### config.mk
export PLATFORM = sky130hd
export DESIGN_NAME = chain_cipher_core
export DESIGN_NICKNAME = d
export VERILOG_FILES = /design/src/rtl/chain_cipher_pkg.sv /design/src/rtl/xchain_pass.sv /design/src/rtl/half_arith_pass.sv /design/src/rtl/pass_sequencer.sv /design/src/rtl/chain_cipher_core.sv
export SDC_FILE = /design/constraint.sdc
export NUM_CORES = 1
export LEC_CHECK = 0
export BUFFER_PORTS_ARGS = -buffer_cell sky130_fd_sc_hd__buf_4
export CAP_MARGIN = 25
export CORE_ASPECT_RATIO = 0.8
export CORE_MARGIN = 3
export CORE_UTILIZATION = 29
export CTS_CLUSTER_DIAMETER = 150
export CTS_CLUSTER_SIZE = 10
export DETAILED_ROUTE_END_ITERATION = 10
export GPL_ROUTABILITY_DRIVEN = 0
export PLACE_DENSITY = 0.49
export SYNTH_ARGS = -nofsm -noshare
export SYNTH_HDL_FRONTEND = slang
export SYNTH_SLANG_ARGS = --single-unit
### constraint.sdc
create_clock -name clk -period 7.2 [get_ports clk]
set_input_delay 1.44 -clock clk [delete_from_list [all_inputs] [get_ports clk]]
set_output_delay 1.44 -clock clk [all_outputs]
set_load 0.02 [all_outputs]
### src/rtl/chain_cipher_pkg.sv
package chain_cipher_pkg;

    typedef enum logic {
        ST_IDLE = 1'b0,
        ST_RUN  = 1'b1
    } seq_state_e;

    typedef enum logic [1:0] {
        OP_HOLD  = 2'd0,
        OP_CHAIN = 2'd1,
        OP_ARITH = 2'd2
    } pass_op_e;

    typedef struct packed {
        logic chain_bwd;
        logic arith_bwd;
    } stage_dir_t;

    localparam logic MODE_ENC = 1'b0;
    localparam logic MODE_DEC = 1'b1;

    function automatic stage_dir_t decode_opt(input logic [1:0] o);
        stage_dir_t d;
        d.chain_bwd = o[1];
        d.arith_bwd = o[0];
        return d;
    endfunction

endpackage

### src/rtl/xchain_pass.sv
module xchain_pass #(
    parameter int W = 64
) (
    input  logic [W-1:0] din,
    input  logic         bwd,
    output logic [W-1:0] dout
);
    logic [W-1:0] fwd_v;
    logic [W-1:0] bwd_v;

    always_comb begin
        fwd_v[0] = din[0];
        for (int j = 1; j < W; j++) begin
            fwd_v[j] = fwd_v[j-1] ^ din[j];
        end
    end

    always_comb begin
        bwd_v[W-1] = din[W-1];
        for (int j = W - 2; j >= 0; j--) begin
            bwd_v[j] = bwd_v[j+1] ^ din[j];
        end
    end

    assign dout = bwd ? bwd_v : fwd_v;
endmodule

### src/rtl/half_arith_pass.sv
module half_arith_pass #(
    parameter int W = 64
) (
    input  logic [W-1:0] din,
    input  logic         bwd,
    input  logic         sub,
    output logic [W-1:0] dout
);
    localparam int H = W / 2;

    logic [H-1:0] lo, hi, tgt, src, res;

    assign lo  = din[H-1:0];
    assign hi  = din[W-1:H];
    assign tgt = bwd ? lo : hi;
    assign src = bwd ? hi : lo;
    assign res = sub ? (tgt - src) : (tgt + src);

    generate
        if (W % 2 == 0) begin : g_even
            assign dout = bwd ? {hi, res} : {res, lo};
        end else begin : g_odd
            assign dout = din;
        end
    endgenerate
endmodule

### src/rtl/pass_sequencer.sv
module pass_sequencer
    import chain_cipher_pkg::*;
#(
    parameter int W      = 64,
    parameter int XCNT_W = 6,
    parameter int ACNT_W = 8
) (
    input  logic              clk,
    input  logic              rst,
    input  logic              start,
    input  logic              mode,
    input  logic [1:0]        opt,
    input  logic [XCNT_W-1:0] xor_cnt,
    input  logic [ACNT_W-1:0] add_cnt,
    output logic              load,
    output pass_op_e          op,
    output stage_dir_t        dir,
    output logic              sub,
    output logic              done
);
    localparam int XR_W  = XCNT_W + 1;
    localparam int TOT_W = ((XR_W > ACNT_W) ? XR_W : ACNT_W) + 1;

    seq_state_e        state;
    logic              mode_q;
    stage_dir_t        dir_q;
    logic [XR_W-1:0]   xrem;
    logic [ACNT_W-1:0] arem;
    logic [XR_W-1:0]   xload;

    assign load = start && (state == ST_IDLE);

    always_comb begin
        if (mode == MODE_DEC && xor_cnt != '0)
            xload = XR_W'(W) - {1'b0, xor_cnt};
        else if (mode == MODE_DEC)
            xload = '0;
        else
            xload = {1'b0, xor_cnt};
    end

    always_comb begin
        op = OP_HOLD;
        if (state == ST_RUN) begin
            if (mode_q == MODE_ENC) begin
                if (xrem != '0)      op = OP_CHAIN;
                else if (arem != '0) op = OP_ARITH;
            end else begin
                if (arem != '0)      op = OP_ARITH;
                else if (xrem != '0) op = OP_CHAIN;
            end
        end
    end

    always_ff @(posedge clk) begin
        if (rst) begin
            state  <= ST_IDLE;
            mode_q <= MODE_ENC;
            dir_q  <= '0;
            xrem   <= '0;
            arem   <= '0;
            done   <= 1'b0;
        end else begin
            done <= 1'b0;
            if (load) begin
                state  <= ST_RUN;
                mode_q <= mode;
                dir_q  <= decode_opt(opt);
                xrem   <= xload;
                arem   <= add_cnt;
            end else if (state == ST_RUN) begin
                case (op)
                    OP_CHAIN: xrem <= xrem - 1'b1;
                    OP_ARITH: arem <= arem - 1'b1;
                    default: begin
                        state <= ST_IDLE;
                        done  <= 1'b1;
                    end
                endcase
            end
        end
    end

    assign dir = dir_q;
    assign sub = mode_q;

    logic [TOT_W-1:0] total;
    assign total = TOT_W'(xrem) + TOT_W'(arem);


    count_drop_chk: assert property (@(posedge clk) disable iff (rst)
        (state == ST_RUN && op != OP_HOLD) |=> (total == $past(total) - 1'b1));


    done_single_chk: assert property (@(posedge clk) disable iff (rst)
        done |=> !done);


    busy_ignore_chk: assert property (@(posedge clk) disable iff (rst)
        (state == ST_RUN && start) |=> ($stable(mode_q) && $stable(dir_q)));
endmodule

### src/rtl/chain_cipher_core.sv
module chain_cipher_core
    import chain_cipher_pkg::*;
#(
    parameter int  BLK_W  = 64,
    parameter int  ACNT_W = 8,
    localparam int XCNT_W = $clog2(BLK_W)
) (
    input  logic              clk,
    input  logic              rst,
    input  logic              start,
    input  logic              mode,
    input  logic [1:0]        opt,
    input  logic [XCNT_W-1:0] xor_cnt,
    input  logic [ACNT_W-1:0] add_cnt,
    input  logic [BLK_W-1:0]  blk_in,
    output logic [BLK_W-1:0]  blk_out,
    output logic              done
);
    localparam int H = BLK_W / 2;

    logic             load;
    pass_op_e         op;
    stage_dir_t       dir;
    logic             sub;
    logic [BLK_W-1:0] data_q;
    logic [BLK_W-1:0] chain_out;
    logic [BLK_W-1:0] arith_out;

    pass_sequencer #(.W(BLK_W), .XCNT_W(XCNT_W), .ACNT_W(ACNT_W)) u_seq (
        .clk(clk), .rst(rst), .start(start), .mode(mode), .opt(opt),
        .xor_cnt(xor_cnt), .add_cnt(add_cnt),
        .load(load), .op(op), .dir(dir), .sub(sub), .done(done)
    );

    xchain_pass #(.W(BLK_W)) u_chain (
        .din(data_q), .bwd(dir.chain_bwd), .dout(chain_out)
    );

    half_arith_pass #(.W(BLK_W)) u_arith (
        .din(data_q), .bwd(dir.arith_bwd), .sub(sub), .dout(arith_out)
    );

    always_ff @(posedge clk) begin
        if (rst) begin
            data_q <= '0;
        end else if (load) begin
            data_q <= blk_in;
        end else begin
            case (op)
                OP_CHAIN: data_q <= chain_out;
                OP_ARITH: data_q <= arith_out;
                default:  data_q <= data_q;
            endcase
        end
    end

    assign blk_out = data_q;


    result_hold_chk: assert property (@(posedge clk) disable iff (rst)
        (op == OP_HOLD && !load) |=> $stable(data_q));


    fwd_lsb_keep_chk: assert property (@(posedge clk) disable iff (rst)
        (op == OP_CHAIN && !dir.chain_bwd && !load) |=> (data_q[0] == $past(data_q[0])));


    bwd_msb_keep_chk: assert property (@(posedge clk) disable iff (rst)
        (op == OP_CHAIN && dir.chain_bwd && !load) |=> (data_q[BLK_W-1] == $past(data_q[BLK_W-1])));


    arith_src_keep_chk: assert property (@(posedge clk) disable iff (rst)
        (op == OP_ARITH && !dir.arith_bwd && !load) |=> (data_q[H-1:0] == $past(data_q[H-1:0])));
endmodule

# [Word level (Yosys, flattened, before mapping)]
# Index checks and enable logic that the tools add are counted.
[totals] elab_cells=191 output_inout_bits=65 inputBits=84 regBits=84
[op_classes] add_sub_neg=5 mux=25 n_eq_ne=6 reduce_logical=17 bitwise=127
[op_table] operator="$mux W64" n=3
[op_table] operator="$pmux W64 S2" n=1
[op_table] operator="$xor A1 B1 Y1" n=126
[op_table] operator="$mux W32" n=3
[op_table] operator="$add A32 B32 Y32" n=1
[op_table] operator="$sub A32 B32 Y32" n=1
[op_table] operator="$mux W7" n=4
[op_table] operator="$mux W8" n=3
[op_table] operator="$mux W2" n=5
[op_table] operator="$reduce_and A2 Y1" n=4
[op_table] operator="$reduce_bool A8 Y1" n=1
[op_table] operator="$sub A8 B1 Y8 const B" n=1
[op_table] operator="$reduce_bool A7 Y1" n=1
[op_table] operator="$sub A7 B1 Y7 const B" n=1
[op_table] operator="$sub A7 B6 Y7 const A" n=1
[op_table] operator="$mux W6" n=1
[op_table] operator="$ne A3 B2 Y1 const B" n=2
[op_table] operator="$ne A3 B3 Y1 const B" n=2
[op_table] operator="$reduce_and A3 Y1" n=2
[op_table] operator="$reduce_bool A2 Y1" n=3
[op_table] operator="$reduce_bool A6 Y1" n=1
[op_table] operator="$mux W1" n=5
[op_table] operator="$reduce_bool A3 Y1" n=1
[op_table] operator="$reduce_or A3 Y1" n=1
[op_table] operator="other kinds (5)" n=6

# [Longest topological paths before layout]
[logic_depth] depth_word=66 mapped_depth=29 mapped_depth_nobuf=22

# [Cells and area by module]
# From an unflattened synthesis, not the netlist that was laid out.
[unflattened] hier_cells=1468 area_unflattened_um2=11352.1
[by_module_without_submodules] module="half_arith_pass" seq_area_each_um2=0.0 instances=1 cells_per_inst=642 area_each_um2=4219.0
[by_module_without_submodules] module="chain_cipher_core" seq_area_each_um2=1281.2 instances=1 cells_per_inst=371 area_each_um2=3191.8
[by_module_without_submodules] module="xchain_pass" seq_area_each_um2=0.0 instances=1 cells_per_inst=308 area_each_um2=2758.9
[by_module_without_submodules] module="pass_sequencer" seq_area_each_um2=400.4 instances=1 cells_per_inst=147 area_each_um2=1182.4

# [Worst setup path before layout]
# No wires, ideal clock.
[synth_path] kind="register to register" from="register u_seq.dir_q, in the netlist u_seq.dir[0]" to="register data_q[30], in the netlist blk_out[30]" arrival_ns=6.588 n_path_buf=7 stages_incl_launch_ff=29 setup_time_ns=0.074 t_required_ns=7.126 period_less_slack_ns=6.662 path_slack_ns=0.538 cell_sequence="dfxtp_1 -> clkbuf_1 -> clkbuf_1 -> clkbuf_1 -> clkbuf_1 -> buf_1 -> clkbuf_1 -> buf_1 -> mux2i_1 -> ha_1 -> o21ai_0 -> nor4_1 -> and2_1 -> or3b_2 -> nor3b_1 -> and2_1 -> nor2_1 -> xor2_1 -> ha_1 -> nand3_1 -> nor2_1 -> nand2_1 -> nor2_1 -> o31ai_1 -> o31ai_1 -> o21ai_0 -> a31oi_1 -> or4_1 -> a31oi_1"
[synth_between] elab_chain_cells=6 elab_cells_between_ends=10 classes_between="add/sub: 2; eq/ne: 1; mux: 6; reduce/logical: 1"
[synth_rtl] item="start, declared" line="pass_sequencer.sv:26" rtl="stage_dir_t dir_q;"
[synth_rtl] item="start signal, assigned" line="pass_sequencer.sv:68" rtl="dir_q <= decode_opt(opt);"
[synth_rtl] item="$mux W32, on equally long branches" line="half_arith_pass.sv:15, half_arith_pass.sv:16"
[synth_rtl] item="$add A32 B32 Y32 / $sub A32 B32 Y32 (equally long branches)" line="half_arith_pass.sv:17" rtl="assign res = sub ? (tgt - src) : (tgt + src);"
[synth_rtl] item="$mux W32" line="half_arith_pass.sv:17"
[synth_rtl] item="$mux W64" line="half_arith_pass.sv:21" rtl="assign dout = bwd ? {hi, res} : {res, lo};"
[synth_rtl] item="$pmux W64 S2" line="chain_cipher_core.sv:49" rtl="case (op)"
[synth_rtl] item="$mux W64" line="chain_cipher_core.sv:46" rtl="end else if (load) begin"
[synth_rtl] item="end signal, assigned" line="chain_cipher_core.sv:47" rtl="data_q <= blk_in;"
[synth_rtl] item="end signal, assigned" line="chain_cipher_core.sv:50" rtl="OP_CHAIN: data_q <= chain_out;"
[synth_rtl] item="end signal, assigned" line="chain_cipher_core.sv:51" rtl="OP_ARITH: data_q <= arith_out;"
[synth_rtl] item="end, declared" line="chain_cipher_core.sv:25" rtl="logic [BLK_W-1:0] data_q;"
# Several ways; a longest one is shown, not always the timed one. The select of a mux whose other input is x is not followed.
# A chain may end at the register's enable or synchronous reset.

# [Worst setup path in the final report]
# Same ends and word-level chain as after synthesis.

==> out/metrics.csv <==
metric,value,unit
cts.path.max_buffers,2,
fin_skew,0.0106,ns
synthXorXnorAreaFrac,23.6,%
grt_pass1_vias,9617,
top_layer_used,met4,
hold_viol_final,0,
rsz0062_at_grt,no,
drcViolationCount,0,
totalNegativeSetupSlack,0,ns
drive_gt1_share,17.1,%
max_stage_delay,0.86,ns
dieArea,36400,µm²
yosys.area_share.adder,5.14,%
synthSimpleGateAreaFrac,18.8,%
ctsHoldBuffers,0,
finalSetupViolCount,0,
initial_core_util,29.9,%
synth_top_family_by_area,compound AO/OA/AOI/OAI gates,
r2r-start,u_seq.dir[0],
drt_iter0_markers,749,
numPortBuffers,148,
ys_top_cells_by_count,"nor2_1, a21oi_1, xnor2_1",
synth_compound_area_share,25.8,%
synth_top_area_cell,dfxtp_1,
postRouteAntennaNets,0,
dr.pass1.iters,5,
startpoint_type,flop,
cpMostUsedCell,nor2_1,
post_cts_buffers,0,
dp_hpwl,29300,µm
clock_latency,0.36,ns
core-area,33100,µm²
yosysWarnings,0,
required,7.49,ns
timing.critical_path.max_delay_family,simple AND/OR/NAND/NOR gates,
synthMuxAreaShare,4.88,%
clk_pin_slew_worst_paths,0.07,ns
grt_use_total,21.3,%
ys_seq_area_share,17.0,%
cts_num_sinks,84,
drt-met1-wl,18600,µm
cts_root_buf,clkbuf_16,
crit_chain,mux2i_1 > ha_1 > o21ai_0 > nor4_1 > and2_1 > or3b_2 > nor3b_1 > and2_1 > nor2_1 > xor2_1 > ha_1 > nand3_1 > nor2_1 > nand2_1 > nor2_1 > o31ai_1 > o31ai_1 > o21ai_0 > a31oi_1 > or4_1 > a31oi_1,
tritoncts,yes,
slew_headroom,23.8,%
layout.nets,1534,
worst_setup_path_end_kind,flop,
synth_top_area_share,17.0,%
fmax,169,MHz
synth.most_common_cell,nor2_1,
cts_resized,0,
cp_num_buf_inv,0,
dr_total_vias,10200,
min_from,u_seq.xrem[5],
io_pins,149,
synth_area,9890,µm²
dr_wl_met3,3270,µm
drt-total-wl,39500,µm
synth_cell_types,72,
areaGrowthSynthToFinish,17.6,%
wl_per_cell,21.4,µm
crit_type,flop to flop,
via_per_inst,5.56,
crit_start,u_seq.dir[0],
avgSynthCellArea,7.48,µm²
min_period,5.93,ns
synthTopCellsByArea,"dfxtp_1, xnor2_1, xor2_1, a21oi_1, nor2_1",
cp_slowest_cell,dfxtp_4,
h-tree-depth,3,
netlist_instances,1323,
hold_class,flop to flop,
path_max_fanout,75,
arrival,6.23,ns
grt_pass1_wl,59800,µm
ys_async_sr_fraction,0,%
synth_ff_type,dfxtp_1,
cap_violations,0,
grt_max_degree,76,
numCtsBuffers,9,
antenna_found_initial,0,
synth_edf_count,0,
rows,59,
worst_pin_slew,1.14,ns
die_h,171,µm
status,completed,
synth-seq-cells,84,
period_share,82.4,%
met2_length,16800,µm
syn_nets,1447,
drv_slew,0,
antenna-diode-count,0,
overflow,0,
die_x,212,µm
## worst paths after layout
check | slack, ns | end | cells after the start
max reg2reg | 1.27 | blk_out[30] | 21
min reg2reg | 0.50 | u_seq.xrem[5] | 2
max | 1.27 | blk_out[30] | 21
min | 0.50 | u_seq.xrem[5] | 2
## flip-flops by register name, summed over array words and instances (netlist names)
signal / count
u_seq.dir: 2
u_seq.xrem: 7
blk_out: 64
u_seq.state: 1
u_seq.arem: 8
u_seq.sub: 1
u_seq.done: 1
## kinds of logic (layout without fill, tap and decap cells)
kind of cell    Yosys count  after routing
simple gates            402            402
fa+ha+maj                40             40
mux                      45             45
xor+xnor                235            235
buf+inv                 122            214
flops                    84             84
compound gates          395            395
## metal layers
metal  up-vias  global-route usage, %
li1       4940                      -
met1      4832                   31.1
met2       428                   31.9
met3        45                   4.29
met4         0                   5.84
met5         -                      0
## cells in the final DEF (no fill, tap or decap), types with 21 or more instances in the layout
cell	instances
buf_4	169
nor2_1	153
a21oi_1	118
xnor2_1	116
xor2_1	99
o21ai_0	93
nand2_1	92
dfxtp_1	83
ha_1	39
nand2b_1	36
nor3_1	28
inv_1	27
mux2_2	26
nor4_1	21
## final cells by class
class                           count  area [µm²]
Fill cell                        3578       21400
Multi-Input combinational cell   1117        7770
Sequential cell                    84        1690
Timing Repair Buffer              169        1270
Tap cell                          427         534
Clock buffer                       12         246
Inverter                           29         109
Clock inverter                      4        25.0
## worst min-delay path, delay by kind of cell (launching register included)
family          cells  cell delay [ns]
flops               1             0.31
compound gates      2             0.15
## through the flow
step	instance area, µm²	worst slack, ns	util [%]	hold WS, ns	std cells
CTS	11600	1.36	35.2	0.505	1842
floorplan	9890	0.538	-	0.470	1323
finish	11600	1.27	35.2	0.504	1842
detailed placement	11400	1.38	34.4	0.489	1826
global route	11600	0.631	35.2	0.532	1842
global placement	11400	1.49	34.4	0.481	1826
Power is not shown: default switching activity piles up to over one toggle a cycle in this logic, so the estimate is an artifact.
